**src/rtl/sio_pkg.sv**
```systemverilog
package sio_pkg;
  // Single-cycle shift-clock edge events seen by the shifter.
  typedef struct packed {
    logic fall;
    logic rise;
  } sio_edges_t;
endpackage

```
**src/rtl/sio_clkgen.sv**
```systemverilog
module sio_clkgen
  import sio_pkg::*;
#(
  parameter int unsigned DIV_W = 8
) (
  input  logic             clk,
  input  logic             rst_n,
  input  logic             run,
  input  logic [DIV_W-1:0] div,
  output logic             sck_q,
  output sio_edges_t       ev
);
  logic [DIV_W-1:0] cnt_q;
  logic             hit;

  assign hit     = run && (cnt_q == div);
  assign ev.fall = hit && sck_q;
  assign ev.rise = hit && !sck_q;

  always_ff @(posedge clk or negedge rst_n) begin
    if (!rst_n) begin
      cnt_q <= '0;
      sck_q <= 1'b1;
    end else if (!run) begin
      cnt_q <= '0;
      sck_q <= 1'b1;
    end else if (hit) begin
      cnt_q <= '0;
      sck_q <= ~sck_q;
    end else begin
      cnt_q <= cnt_q + 1'b1;
    end
  end
endmodule

```
**src/rtl/sio_sync_edge.sv**
```systemverilog
module sio_sync_edge
  import sio_pkg::*;
#(
  parameter int unsigned STAGES = 2
) (
  input  logic       clk,
  input  logic       rst_n,
  input  logic       sck_in,
  input  logic       si_in,
  output logic       si_s,
  output sio_edges_t ev
);
  logic [STAGES-1:0] sck_pipe;
  logic [STAGES-1:0] si_pipe;
  logic              sck_d;
  logic              sck_s;

  assign sck_s   = sck_pipe[STAGES-1];
  assign si_s    = si_pipe[STAGES-1];
  assign ev.fall = sck_d && !sck_s;
  assign ev.rise = !sck_d && sck_s;

  always_ff @(posedge clk or negedge rst_n) begin
    if (!rst_n) begin
      sck_pipe <= '1;
      si_pipe  <= '0;
      sck_d    <= 1'b1;
    end else begin
      sck_pipe <= {sck_pipe[STAGES-2:0], sck_in};
      si_pipe  <= {si_pipe[STAGES-2:0], si_in};
      sck_d    <= sck_s;
    end
  end
endmodule

```
**src/rtl/sio_shifter.sv**
```systemverilog
module sio_shifter
  import sio_pkg::*;
#(
  parameter int unsigned DATA_W = 8
) (
  input  logic              clk,
  input  logic              rst_n,
  input  logic              start,
  input  logic [DATA_W-1:0] tx_data,
  input  logic              lsb_first,
  input  logic              rx_only,
  input  sio_edges_t        ev,
  input  logic              si_bit,
  output logic              busy,
  output logic              done,
  output logic              so,
  output logic [DATA_W-1:0] rx_data
);
  localparam int unsigned CNT_W = $clog2(DATA_W);
  localparam logic [CNT_W-1:0] LAST = CNT_W'(DATA_W - 1);

  // Bit presented on the line for the current shift position.
  function automatic logic out_bit(input logic [DATA_W-1:0] v, input logic lsb);
    return lsb ? v[0] : v[DATA_W-1];
  endfunction

  // Register after one shift, with the sampled bit entering at the far end.
  function automatic logic [DATA_W-1:0] shift_in(input logic [DATA_W-1:0] v,
                                                 input logic lsb, input logic b);
    return lsb ? {b, v[DATA_W-1:1]} : {v[DATA_W-2:0], b};
  endfunction

  logic [DATA_W-1:0] sr_q;
  logic [CNT_W-1:0]  cnt_q;
  logic [DATA_W-1:0] sr_next;

  assign sr_next = shift_in(sr_q, lsb_first, si_bit);

  always_ff @(posedge clk or negedge rst_n) begin
    if (!rst_n) begin
      sr_q    <= '0;
      cnt_q   <= '0;
      busy    <= 1'b0;
      done    <= 1'b0;
      so      <= 1'b1;
      rx_data <= '0;
    end else begin
      done <= 1'b0;
      if (start) begin
        sr_q  <= tx_data;
        cnt_q <= '0;
        busy  <= 1'b1;
        so    <= 1'b1;
      end else if (busy) begin
        if (ev.fall) begin
          so <= rx_only ? 1'b1 : out_bit(sr_q, lsb_first);
        end
        if (ev.rise) begin
          sr_q  <= sr_next;
          cnt_q <= cnt_q + 1'b1;
          if (cnt_q == LAST) begin
            busy    <= 1'b0;
            done    <= 1'b1;
            so      <= 1'b1;
            rx_data <= sr_next;
          end
        end
      end
    end
  end
endmodule

```
**src/rtl/sio_shift_port.sv**
```systemverilog
module sio_shift_port
  import sio_pkg::*;
#(
  parameter int unsigned DATA_W      = 8,
  parameter int unsigned DIV_W       = 8,
  parameter int unsigned SYNC_STAGES = 2
) (
  input  logic              clk,
  input  logic              rst_n,
  input  logic              cfg_master,
  input  logic              cfg_lsb_first,
  input  logic              cfg_rx_only,
  input  logic [DIV_W-1:0]  cfg_div,
  input  logic              wr_en,
  input  logic [DATA_W-1:0] wr_data,
  output logic [DATA_W-1:0] rd_data,
  output logic              busy,
  output logic              done_irq,
  output logic              overrun,
  input  logic              sck_in,
  output logic              sck_out,
  output logic              sck_oe,
  input  logic              si,
  output logic              so
);
  sio_edges_t ev_master;
  sio_edges_t ev_slave;
  sio_edges_t ev_sel;
  logic       si_sync;
  logic       si_sel;
  logic       start_evt;
  logic       stray_wr_evt;
  logic       edge_fall;
  logic       edge_rise;

  assign start_evt    = wr_en && !busy;
  assign stray_wr_evt = wr_en && busy;
  assign ev_sel       = cfg_master ? ev_master : ev_slave;
  assign si_sel       = cfg_master ? si : si_sync;
  assign edge_fall    = ev_sel.fall;
  assign edge_rise    = ev_sel.rise;
  assign sck_oe       = cfg_master;

  sio_clkgen #(.DIV_W(DIV_W)) u_clkgen (
    .clk   (clk),
    .rst_n (rst_n),
    .run   (busy && cfg_master),
    .div   (cfg_div),
    .sck_q (sck_out),
    .ev    (ev_master)
  );

  sio_sync_edge #(.STAGES(SYNC_STAGES)) u_sync (
    .clk    (clk),
    .rst_n  (rst_n),
    .sck_in (sck_in),
    .si_in  (si),
    .si_s   (si_sync),
    .ev     (ev_slave)
  );

  sio_shifter #(.DATA_W(DATA_W)) u_shift (
    .clk       (clk),
    .rst_n     (rst_n),
    .start     (start_evt),
    .tx_data   (wr_data),
    .lsb_first (cfg_lsb_first),
    .rx_only   (cfg_rx_only),
    .ev        (ev_sel),
    .si_bit    (si_sel),
    .busy      (busy),
    .done      (done_irq),
    .so        (so),
    .rx_data   (rd_data)
  );

  always_ff @(posedge clk or negedge rst_n) begin
    if (!rst_n)            overrun <= 1'b0;
    else if (start_evt)    overrun <= 1'b0;
    else if (stray_wr_evt) overrun <= 1'b1;
  end
endmodule

```
**config.mk**
```make
export PLATFORM = sky130hd
export DESIGN_NAME = sio_shift_port
export DESIGN_NICKNAME = d
export VERILOG_FILES = /design/src/rtl/sio_pkg.sv /design/src/rtl/sio_clkgen.sv /design/src/rtl/sio_sync_edge.sv /design/src/rtl/sio_shifter.sv /design/src/rtl/sio_shift_port.sv
export SDC_FILE = /design/constraint.sdc
export NUM_CORES = 1
export LEC_CHECK = 0
export CELL_PAD_IN_SITES_DETAIL_PLACEMENT = 1
export CELL_PAD_IN_SITES_GLOBAL_PLACEMENT = 1
export CORE_MARGIN = 10
export CORE_UTILIZATION = 33
export DETAILED_ROUTE_END_ITERATION = 8
export MAX_ROUTING_LAYER = met4
export PLACE_DENSITY_LB_ADDON = 0.1
export SYNTH_ARGS = -nofsm -noshare
export SYNTH_HDL_FRONTEND = slang
export SYNTH_SLANG_ARGS = --single-unit
export TNS_END_PERCENT = 5
```
**constraint.sdc**
```tcl
create_clock -name clk -period 2.8 [get_ports clk]
set_clock_uncertainty 0.2 [all_clocks]
set_input_delay 0.7 -clock clk [delete_from_list [all_inputs] [get_ports clk]]
set_output_delay 0.7 -clock clk [all_outputs]
set_load 0.02 [all_outputs]
```
== Word level (Yosys, flattened, before mapping) ==
Cells that the tools add are included.
Word-level totals
  register bits after elaboration: 37
  input bits: 24
  logic and storage cells: 66
Cells by class
  $add $sub $neg: 2
  eq/ne operators: 3
  mux-type cells: 30
  bitwise gates (word level): 2
  reduce and logical (&&, ||, !) cells: 17
Operator list (number)
  $mux 8: 6
  $mux 1: 20
  $mux 3: 3
  $add 8x1->8 const B: 1
  $eq 8x8->1: 1
  $logic_and 1x1->1: 8
  $reduce_bool 2->1: 3
  $logic_not 1->1: 4
  $reduce_and 4->1: 1
  $add 3x1->3 const B: 1
  $eq 3x3->1 const B: 1
  $mux 2: 1
  $ne 2x2->1 const B: 1
  $not 1->1: 2
  $reduce_and 2->1: 1

== Longest topological paths before layout ==
Gate-level depths: netlist (run 1).
  word-level depth: 9
  depth in mapped cells: 6
  gate-level depth less buffers: 5

== Hierarchy ==
From an unflattened synthesis (run 1), not the netlist that was laid out.
Second synthesis, totals
  cell total of the unflattened synthesis: 164
  area, all modules: 1850.5 um^2
Modules (own cells, without submodules)
  sio_shifter: times used 1, cells an instance 98, area an instance 1069.8 um^2, sequential area each 551.8 um^2
  sio_clkgen: times used 1, cells an instance 51, area an instance 545.5 um^2, sequential area each 226.5 um^2
  sio_sync_edge: times used 1, cells an instance 7, area an instance 143.9 um^2, sequential area each 128.9 um^2
  sio_shift_port: times used 1, cells an instance 8, area an instance 91.3 um^2, sequential area each 25.0 um^2

== Worst setup path before layout (run 1) ==
No wires, ideal clock.
  kind: in2reg
  start: input port cfg_master
  end: register u_shift.rx_data[0]
  setup time: 0.079 ns
  arrival: 1.859 ns
  slack: 0.662 ns
  stages on the path: 6
  cells stage by stage: clkbuf_1 > nor3b_1 > a41oi_4 > nand3b_4 > buf_12 > mux2i_1
Between the ends
  cells in the longest elaborated chain, start to end: 5
Ends and longest elaborated chain
  start, declared: line sio_shift_port.sv:10  | input logic cfg_master,
  $logic_and 1x1->1: line sio_shift_port.sv:47  | .run (busy && cfg_master),
  $logic_and 1x1->1: line sio_clkgen.sv:16  | assign hit = run && (cnt_q == div);
  $logic_and 1x1->1: line sio_clkgen.sv:18  | assign ev.rise = hit && !sck_q;
  $mux 2: line sio_shift_port.sv:38  | assign ev_sel = cfg_master ? ev_master : ev_slave;
  $reduce_and 4->1 (no source line)
  end signal, assigned: line sio_shifter.sv:65  | rx_data <= sr_next;
  end, declared: line sio_shifter.sv:17  | output logic [DATA_W-1:0] rx_data
Several ways; a longest one is shown, not always the timed one.
A chain may end at the register's enable or synchronous reset.

== Final worst setup path (run 1) ==
  start: input port cfg_master
  end: output port sck_oe
RTL lines
  end, declared: line sio_shift_port.sv:22  | output logic sck_oe,
No word-level cell between the ends.

==> results of run 1 <==
[metal layers]
layer / GRT usage / vias up / wire length [um]
met5: - / - / 0
met4: 0.0235 / 0 / 21
met3: 0.0327 / 2 / 211
met2: 0.176 / 33 / 2450
met1: 0.136 / 731 / 2330
li1: - / 703 / -
[cell usage after synthesis (all sizes together), types with 6 or more instances]
library cell | number | area, sq um
a221oi | 8 | 120
a211oi | 9 | 67.6
dfrtp | 32 | 801
nor2b | 17 | 109
nand3 | 9 | 45.0
mux2i | 16 | 160
nand2 | 7 | 26.3
xnor2 | 11 | 96.3
nor2 | 13 | 48.8
clkbuf | 6 | 22.5
inv | 12 | 45.0
[area by class of cell]
| type | instances | area (sq um) | area share |
|---|---|---|---|
| Inverter | 12 | 45.0 | 0.0177 |
| Multi-Input combinational cell | 120 | 943 | 0.371 |
| Tap cell | 75 | 93.8 | 0.0369 |
| Sequential cell | 37 | 932 | 0.366 |
| Timing Repair Buffer | 45 | 430 | 0.169 |
| Clock inverter | 1 | 5.00 | 0.00197 |
| Clock buffer | 7 | 96.3 | 0.0378 |
[sequential cells by signal, indices dropped and copies added (netlist names)]
register	flops
u_clkgen.sck_q	1
u_shift.busy	1
u_shift.rx_data	8
u_sync.sck_pipe	2
u_clkgen.cnt_q	8
u_shift.cnt_q	3
overrun	1
u_shift.so	1
u_shift.sr_q	8
u_sync.si_pipe	2
u_sync.sck_d	1
u_shift.done	1
[per-stage QoR]
step	power (mW)	instances
final	1.72	297
after global routing	1.84	297
after CTS	1.75	297
after detailed placement	1.32	289
after global placement	1.29	289
after floorplan	1.11	179
[where the power goes]
group          internal [mW]  leakage (nW)  total (mW)  switching (mW)
registers              0.654         0.406       0.764           0.111
logic                  0.287         0.663       0.541           0.254
clock network          0.223        0.0542       0.415           0.192
[cells in the final DEF (no fill, tap or decap)]
cell and instances:
inv_1 12, nand3_1 9, a211oi_1 9, nand3b_4 1
nand4_1 2, a21oi_1 4, o21ai_0 2, clkinv_2 1
nor2b_1 16, nand3b_1 1, xnor2_1 11, o211ai_1 3
a41oi_4 1, xor2_1 5, clkdlybuf4s50_1 37, ha_1 3
mux2i_1 16, a221oi_2 8, and3_1 3, nand2_1 7
nor3b_1 1, nor2_1 13, mux2_2 1, and4_4 2
a22o_1 1, dfstp_2 5, dfrtp_1 32, clkbuf_8 7
nor2b_2 1, buf_4 8
[kinds of logic (layout without fill, tap and decap cells)]
family	count (synthesis)	in the layout	share of synthesized area
adders and majority gates	3	3	0.0189
muxes	17	17	0.0862
DFF	37	37	0.469
and+or+nand+nor	56	56	0.160
AOI/OAI and AO/OA	28	28	0.139
buffers and inverters	22	65	0.0572
xor gates and xnor gates	16	16	0.0704
[path summary, 6_finish.rpt]
kind	startpoint	endpoint	slack (ps)	depth (start not counted)
min in group asynchronous	rst_n	u_clkgen.cnt_q[5]$_DFF_PN0_	640	2
hold reg to reg	u_sync.sck_pipe[0]$_DFF_PN1_	u_sync.sck_pipe[1]$_DFF_PN1_	160	0
hold / removal	u_sync.sck_pipe[0]$_DFF_PN1_	u_sync.sck_pipe[1]$_DFF_PN1_	160	0
setup reg to reg	u_clkgen.cnt_q[0]$_DFF_PN0_	u_shift.sr_q[4]$_DFFE_PN0P_	730	6
max in group asynchronous	rst_n	u_shift.so$_DFFE_PN1P_	1400	2
setup / recovery	cfg_master	sck_oe	110	2
==> results.sh, run 1 <==
export IMPL_status="finished, final reports clean"
export IMPL_synth_ff_type="dfrtp_1"
export IMPL_cts_hold_buf=0
export IMPL_path_buf_inv=2
export IMPL_required_ps=1900
export IMPL_grt_pass1_vias=1564
export IMPL_p_per_area_nw_per_um2=676
export IMPL_ir_worst_vdd_v=0.000272
export IMPL_vias_per_cell=4.95
export IMPL_netlist_instances=179
export IMPL_worstPathCellList="clkdlybuf4s50_1, clkdlybuf4s50_1"
export IMPL_grt_antenna_before_repair=0
export IMPL_cts_sinks=37
export IMPL_fillerInstances=670
export IMPL_port_buffers=37
export IMPL_netlist_area_sq_um=1990
export IMPL_ys_seq_area_frac=0.469
export IMPL_placed_cell_area_sq_um=2440
export IMPL_coreArea_sq_um=5890
export IMPL_synth_enable_flop_cells=0
export IMPL_ys_types=30
export IMPL_cp_top_family="buffers and inverters"
export IMPL_cts_buffers=5
export IMPL_rows=28
export IMPL_min_path_type="flip-flop to flip-flop"
export IMPL_critPathMaxFanout=2
export IMPL_gp_congestion=0.787
export IMPL_nNetsFinal=248
export IMPL_fin_ws_ps=113
export IMPL_first_iter_violations=28
export IMPL_min_period_over_period=0.960
export IMPL_path_class="input pin to output pin"
export IMPL_synthArstFlopShare=1.00
export IMPL_start_kind="input pin"
export IMPL_detail_route_antenna_nets=0
export IMPL_setup_tns_ps=0
export IMPL_final_setup_viol_count=0
export IMPL_clk_latency_ps=290
export IMPL_antenna_cells=0
export IMPL_finalHoldViolCount=0
export IMPL_synth_avg_cell_area_sq_um=11.1
export IMPL_dp_slack_ps=99.4
export IMPL_grt_pass1_wl_mm=8.46
export IMPL_fin_area_sq_um=2550
export IMPL_max_slew_margin=0.677
export IMPL_fp_dieW_um=97.6
export IMPL_synth_fp_nets=206
export IMPL_ys_ff_latch=37
export IMPL_yosys_warnings=0
export IMPL_rsz0062_at_grt="false"
export IMPL_end_kind="output pin"
export IMPL_slew_violations=0
export IMPL_hold_ws_ps=159
export IMPL_h_tree_depth=2
export IMPL_dieArea_sq_um=9530
export IMPL_wl_per_cell_um=16.9
export IMPL_cts_path_max_buffers=2
export IMPL_cpMostUsedCell="clkdlybuf4s50_1"
export IMPL_dr_pass1_iters=4
export IMPL_cp_slowest_stage_delay_ps=610
export IMPL_start_util=0.338
export IMPL_num_vias=1469
export IMPL_fin_util=0.433
export IMPL_wl_mm=5.01
export IMPL_grt_overflow_total=0
export IMPL_drc=0
export IMPL_track_usage=0.111
export IMPL_cts_root_buf="clkbuf_8"
export IMPL_cts_reportedPaths_clkPinSlew_ps=70
export IMPL_cp_arrival_ps=1790
export IMPL_cts_tree="done"
export IMPL_io_pins=38
export IMPL_critPathSlowestCell="clkdlybuf4s50_1"
export IMPL_cts_setup_buffers=0
export IMPL_hpwlAfterDp_mm=3.71
export IMPL_worstMarginPinSlew_ps=485
export IMPL_fmax_mhz=372
export IMPL_cap_violations=0
export IMPL_final_layout_size_suffix_gt1_frac=0.158
export IMPL_area_delta_synth_final_pct=28.0
export IMPL_grt_start_max_net_pins=38
export IMPL_die_y_um=97.6
export IMPL_finalCriticalPeriod_ps=2690
export IMPL_cts_resized=0
export IMPL_p_leak_nw=1.12
Power figures use the tool's default switching activity.
==> run 2: changes to the inputs <==
CORE_UTILIZATION = 30   (was 33)
==> run 2 against run 1 <==
  * Power is 1.5% lower
  * Wire length up 4.8%
  * Register-to-register slack better by 50 ps
  * Critical path depth did not move
  * Sequential power hardly changed
  * Non-clock buffer count shrank 2
  * Setup slack better by 5.5 ps
  * Largest cell class unchanged
  * Highest routed layer unchanged
==> results.sh, run 2 (same netlist as run 1, synthesis figures left out) <==
export IMPL_multi_input_area_sq_um=943
export IMPL_grt_overflow_total=0
export IMPL_final_setup_viol_count=0
export IMPL_final_cell_mix="36 x clkdlybuf4s50_1, 32 x dfrtp_1, 16 x nor2b_1, 16 x mux2i_1, 13 x nor2_1"
export IMPL_setup_tns_ps=0
export IMPL_swShare=0.329
export IMPL_hpwlAfterDp_mm=3.91
export IMPL_layout_cells_non_filler=296
export IMPL_numPlacedInstances=289
export IMPL_rsz0062_at_grt="false"
export IMPL_start_util=0.312
export IMPL_gr_usage_met1=0.131
export IMPL_grt_busiest_layer="met2"
export IMPL_vias_per_cell=4.96
export IMPL_internal_power_mw=1.14
export IMPL_detail_route_antenna_nets=0
export IMPL_wl_per_cell_um=17.7
export IMPL_cts_reportedPaths_clkPinSlew_ps=70
export IMPL_cts_setup_buffers=0
export IMPL_cp_top_family="buffers and inverters"
export IMPL_io_pins=38
export IMPL_slew_violations=0
export IMPL_layout_commonest_cell="clkdlybuf4s50_1"
export IMPL_grtUsageMet2=0.177
export IMPL_antenna_cells=0
export IMPL_coreArea_sq_um=6390
export IMPL_cts_sinks=37
export IMPL_end_kind="output pin"
export IMPL_cap_violations=0
export IMPL_gp_congestion=0.749
export IMPL_rr_worst_depth=5
export IMPL_finalHoldViolCount=0
export IMPL_first_iter_violations=50
export IMPL_grt_start_max_net_pins=38
export IMPL_rr_endpoint="u_shift.rx_data[2]$_DFFE_PN0P_"
export IMPL_fillerInstances=710
export IMPL_regArea_sq_um=932
export IMPL_area_delta_synth_final_pct=27.0
export IMPL_final_layout_size_suffix_gt1_frac=0.146
export IMPL_hold_path_cell_count=0
export IMPL_r2r_slack_ps=780
export IMPL_p_per_area_nw_per_um2=671
export IMPL_path_class="input pin to output pin"
export IMPL_fmax_mhz=373
export IMPL_p_leak_nw=1.11
export IMPL_clk_latency_ps=290
export IMPL_switchingPower_mw=0.558
export IMPL_grt_pass1_wl_mm=8.69
export IMPL_cts_root_buf="clkbuf_8"
export IMPL_track_usage=0.109
export IMPL_status="finished, final reports clean"
export IMPL_reg2reg_from="u_clkgen.cnt_q[0]$_DFF_PN0_"
export IMPL_port_buffers=37
export IMPL_cp_startpoint="cfg_master"
export IMPL_fin_area_sq_um=2530
export IMPL_h_tree_depth=2
export IMPL_wl_mm=5.25
export IMPL_critPathSlowestCell="clkdlybuf4s50_1"
export IMPL_cts_tree="done"
export IMPL_cpMostUsedCell="clkdlybuf4s50_1"
export IMPL_cp_arrival_ps=1780
export IMPL_cts_path_max_buffers=2
export IMPL_placed_cell_area_sq_um=2440
export IMPL_path_buf_inv=2
export IMPL_max_slew_margin=0.425
export IMPL_cts_buffers=5
export IMPL_worstPathCellList="clkdlybuf4s50_1, clkdlybuf4s50_1"
export IMPL_num_vias=1469
export IMPL_ir_worst_vdd_v=0.000307
export IMPL_worstSetupEndpoint="sck_oe"
export IMPL_fp_dieW_um=101
export IMPL_met3_usage=0.0265
export IMPL_clock_power_share=0.226
export IMPL_grt_pass1_vias=1667
export IMPL_p_comb_frac=0.324
export IMPL_cts_hold_buf=0
export IMPL_finalCriticalPeriod_ps=2680
export IMPL_seqPwrFrac=0.450
export IMPL_cts_resized=0
export IMPL_worstMarginPinSlew_ps=863
export IMPL_grt_antenna_before_repair=0
export IMPL_die_y_um=101
export IMPL_min_path_type="flip-flop to flip-flop"
export IMPL_drc=0
export IMPL_dr_pass1_iters=4
export IMPL_min_period_over_period=0.958
export IMPL_nNetsFinal=246
export IMPL_top_regs="u_clkgen.cnt_q: 8 flops, u_shift.rx_data: 8 flops, u_shift.sr_q: 8 flops"
export IMPL_dieArea_sq_um=10300
export IMPL_required_ps=1900
export IMPL_start_kind="input pin"
export IMPL_critPathMaxFanout=2
export IMPL_rows=29
export IMPL_cp_slowest_stage_delay_ps=610
export IMPL_crit_cells=2
==> run 2: power by group through the flow <==
stage	logic [mW]	registers (mW)	clock network, mW
floorplan	0.329	0.778	0
global placement	0.527	0.764	0
detailed placement	0.561	0.775	0
CTS	0.563	0.765	0.396
global route	0.610	0.785	0.414
finish	0.549	0.763	0.383
==> run 2: worst reg2reg max path: cells and delay by family, from the launching register on <==
kind,cells,cell delay (ps)
xor gates and xnor gates,1,170
muxes,1,230
and+or+nand+nor,2,540
DFF,1,450
AOI/OAI and AO/OA,1,360
==> run 2: layer usage <==
layer	part of all wire	vias to the layer above
li1	-	703
met1	0.46	737
met2	0.50	23
met3	0.036	6
met4	0.012	0
met5	0	-
==> run 2: per-stage QoR <==
step	hold slack, ps	util	setup slack [ps]	power [mW]
final	159	0.396	119	1.69
after global routing	170	0.396	96.1	1.81
after CTS	159	0.396	109	1.72
after detailed placement	147	0.382	104	1.34
after global placement	142	0.382	114	1.29
after floorplan	131	-	662	1.11
==> run 2: worst min path at each step <==
stage	start	endpoint	slack [ps]
global placement	u_sync.si_pipe[0]$_DFF_PN0_	u_sync.si_pipe[1]$_DFF_PN0_	140
detailed placement	u_sync.si_pipe[0]$_DFF_PN0_	u_sync.si_pipe[1]$_DFF_PN0_	150
floorplan	u_sync.si_pipe[0]$_DFF_PN0_	u_sync.si_pipe[1]$_DFF_PN0_	130
global route	u_sync.sck_pipe[0]$_DFF_PN1_	u_sync.sck_pipe[1]$_DFF_PN1_	170
CTS	u_sync.si_pipe[0]$_DFF_PN0_	u_sync.si_pipe[1]$_DFF_PN0_	160
finish	u_sync.sck_pipe[0]$_DFF_PN1_	u_sync.sck_pipe[1]$_DFF_PN1_	160
==> run 2: area by class of cell <==
cell class / instances / area share
flip-flops and latches: 37 / 0.369
multi-input cells: 120 / 0.373
well taps: 77 / 0.0381
repair buffers: 43 / 0.167
inverters: 12 / 0.0178
clock buffers: 7 / 0.0342
==> run 3: changes to the inputs <==
DONT_BUFFER_PORTS = 1   (was not set)
==> run 3 against run 2 <==
  * Clock power up 43%
  * Sequential share of layout area grew 5.6 points
  * Flip-flop and latch count unchanged
  * Largest power group unchanged
  * Utilization decreased by 5.2 points
  * Sequential power grew 6.8%
  * Power is 3.0% higher
  * Final area down 13%
  * First-iteration DRC count is 58% lower
  * Setup slack better by 640 ps
  * Largest cell class unchanged
  * Via count down 10%
  * Maximum frequency increased by 32%
==> results.sh, run 3 (same netlist as run 1, synthesis figures left out) <==
export IMPL_vias_per_cell=5.12
export IMPL_area_delta_synth_final_pct=10.3
export IMPL_cts_reportedPaths_clkPinSlew_ps=80
export IMPL_grt_pass1_vias=1532
export IMPL_cts_path_max_buffers=2
export IMPL_rsz0062_at_grt="false"
export IMPL_wl_per_cell_um=18.9
export IMPL_cp_startpoint="u_clkgen.cnt_q[0]$_DFF_PN0_"
export IMPL_final_cell_mix="32 x dfrtp_1, 16 x nor2b_1, 16 x mux2i_1"
export IMPL_min_path_type="input pin to async pin"
export IMPL_start_kind="flip-flop"
export IMPL_num_vias=1322
export IMPL_cts_tree="done"
export IMPL_p_leak_nw=0.972
export IMPL_fmax_mhz=491
export IMPL_cts_setup_buffers=0
export IMPL_worstMarginPinSlew_ps=668
export IMPL_h_tree_depth=2
export IMPL_gp_congestion=0.733
export IMPL_cts_sinks=37
export IMPL_grt_overflow_total=0
export IMPL_path_class="flip-flop to flip-flop"
export IMPL_first_iter_violations=21
export IMPL_start_util=0.312
export IMPL_critPathMaxFanout=10
export IMPL_io_pins=38
export IMPL_wl_mm=4.88
export IMPL_cp_arrival_ps=2050
export IMPL_ir_worst_vdd_v=0.000304
export IMPL_cap_violations=0
export IMPL_dieArea_sq_um=10300
export IMPL_clk_latency_ps=290
export IMPL_coreArea_sq_um=6390
export IMPL_required_ps=2810
export IMPL_nNetsFinal=207
export IMPL_port_buffers=0
export IMPL_cp_top_family="simple AND/OR/NAND/NOR gates"
export IMPL_cts_root_buf="clkbuf_8"
export IMPL_max_slew_margin=0.555
export IMPL_final_layout_size_suffix_gt1_frac=0.171
export IMPL_cp_slowest_stage_delay_ps=470
export IMPL_r2r_slack_ps=760
export IMPL_rr_worst_depth=5
export IMPL_cts_resized=0
export IMPL_fp_dieW_um=101
export IMPL_rr_endpoint="u_shift.rx_data[1]$_DFFE_PN0P_"
export IMPL_layout_commonest_cell="dfrtp_1"
export IMPL_finalHoldViolCount=0
export IMPL_rows=29
export IMPL_status="finished, final reports clean"
export IMPL_detail_route_antenna_nets=0
export IMPL_fin_util=0.343
export IMPL_drc=0
export IMPL_min_period_over_period=0.727
export IMPL_grt_antenna_before_repair=0
export IMPL_grt_start_max_net_pins=33
export IMPL_critPathSlowestCell="dfrtp_1"
export IMPL_crit_cells=5
export IMPL_path_buf_inv=0
export IMPL_hpwlAfterDp_mm=3.62
export IMPL_finalCriticalPeriod_ps=2040
export IMPL_end_kind="flip-flop"
export IMPL_cts_buffers=5
export IMPL_final_setup_viol_count=0
export IMPL_setup_tns_ps=0
export IMPL_dr_pass1_iters=2
export IMPL_die_y_um=101
export IMPL_top_regs="u_clkgen.cnt_q: 8 flops, u_shift.rx_data: 8 flops, u_shift.sr_q: 8 flops"
export IMPL_grt_pass1_wl_mm=8.19
export IMPL_antenna_cells=0
export IMPL_worstSetupEndpoint="u_shift.rx_data[1]$_DFFE_PN0P_"
export IMPL_worstPathCellList="xnor2_1, and4_4, a41oi_4, nand3b_4, mux2i_1"
export IMPL_track_usage=0.104
export IMPL_p_per_area_nw_per_um2=796
export IMPL_slew_violations=0
export IMPL_reg2reg_from="u_clkgen.cnt_q[0]$_DFF_PN0_"
-- run 3: metal layers --
metal,global-route usage,routed length (um),vias up
met1,0.122,2110,667
met3,0.0374,298,7
met2,0.161,2410,24
met5,-,0,-
met4,0.0343,59,0
li1,-,-,624
-- run 3: area by class of cell --
class,count,area [sq um]
Clock buffer,5,68.8
Tap cell,77,96.3
Inverter,12,45.0
Sequential cell,37,932
Multi-Input combinational cell,120,943
Fill cell,713,4190
Timing Repair Buffer,4,42.5
Clock inverter,3,65.1
-- run 3: timing repair --
action,4_1_cts,5_1_grt
endpoints found under the hold margin,32,0
setup endpoints to repair,0,0
hold buffers,1,0
-- run 3: where the power goes --
group	total (mW)	switching, mW	internal [mW]
registers	0.815	0.162	0.654
logic	0.382	0.179	0.203
clock network	0.549	0.195	0.354
-- run 3: stage by stage --
stage               std cells  hold slack, ps  worst slack [ps]  cell area [sq um]  power (mW)
floorplan                 179             131               662               1990        1.11
global placement          249             139               615               2040        1.17
detailed placement        249             143               531               2040        1.20
CTS                       258            31.4               743               2190        1.78
global route              258            20.2               568               2190        1.86
finish                    258            29.6               763               2190        1.75
-- run 3: worst min path at each step --
stage | startpoint | end | slack (ps)
final | rst_n | u_clkgen.cnt_q[2]$_DFF_PN0_ | 30
after global routing | rst_n | u_shift.so$_DFFE_PN1P_ | 20
after CTS | rst_n | u_shift.so$_DFFE_PN1P_ | 30
after detailed placement | u_sync.si_pipe[0]$_DFF_PN0_ | u_sync.si_pipe[1]$_DFF_PN0_ | 140
after global placement | u_sync.si_pipe[0]$_DFF_PN0_ | u_sync.si_pipe[1]$_DFF_PN0_ | 140
after floorplan | u_sync.si_pipe[0]$_DFF_PN0_ | u_sync.si_pipe[1]$_DFF_PN0_ | 130
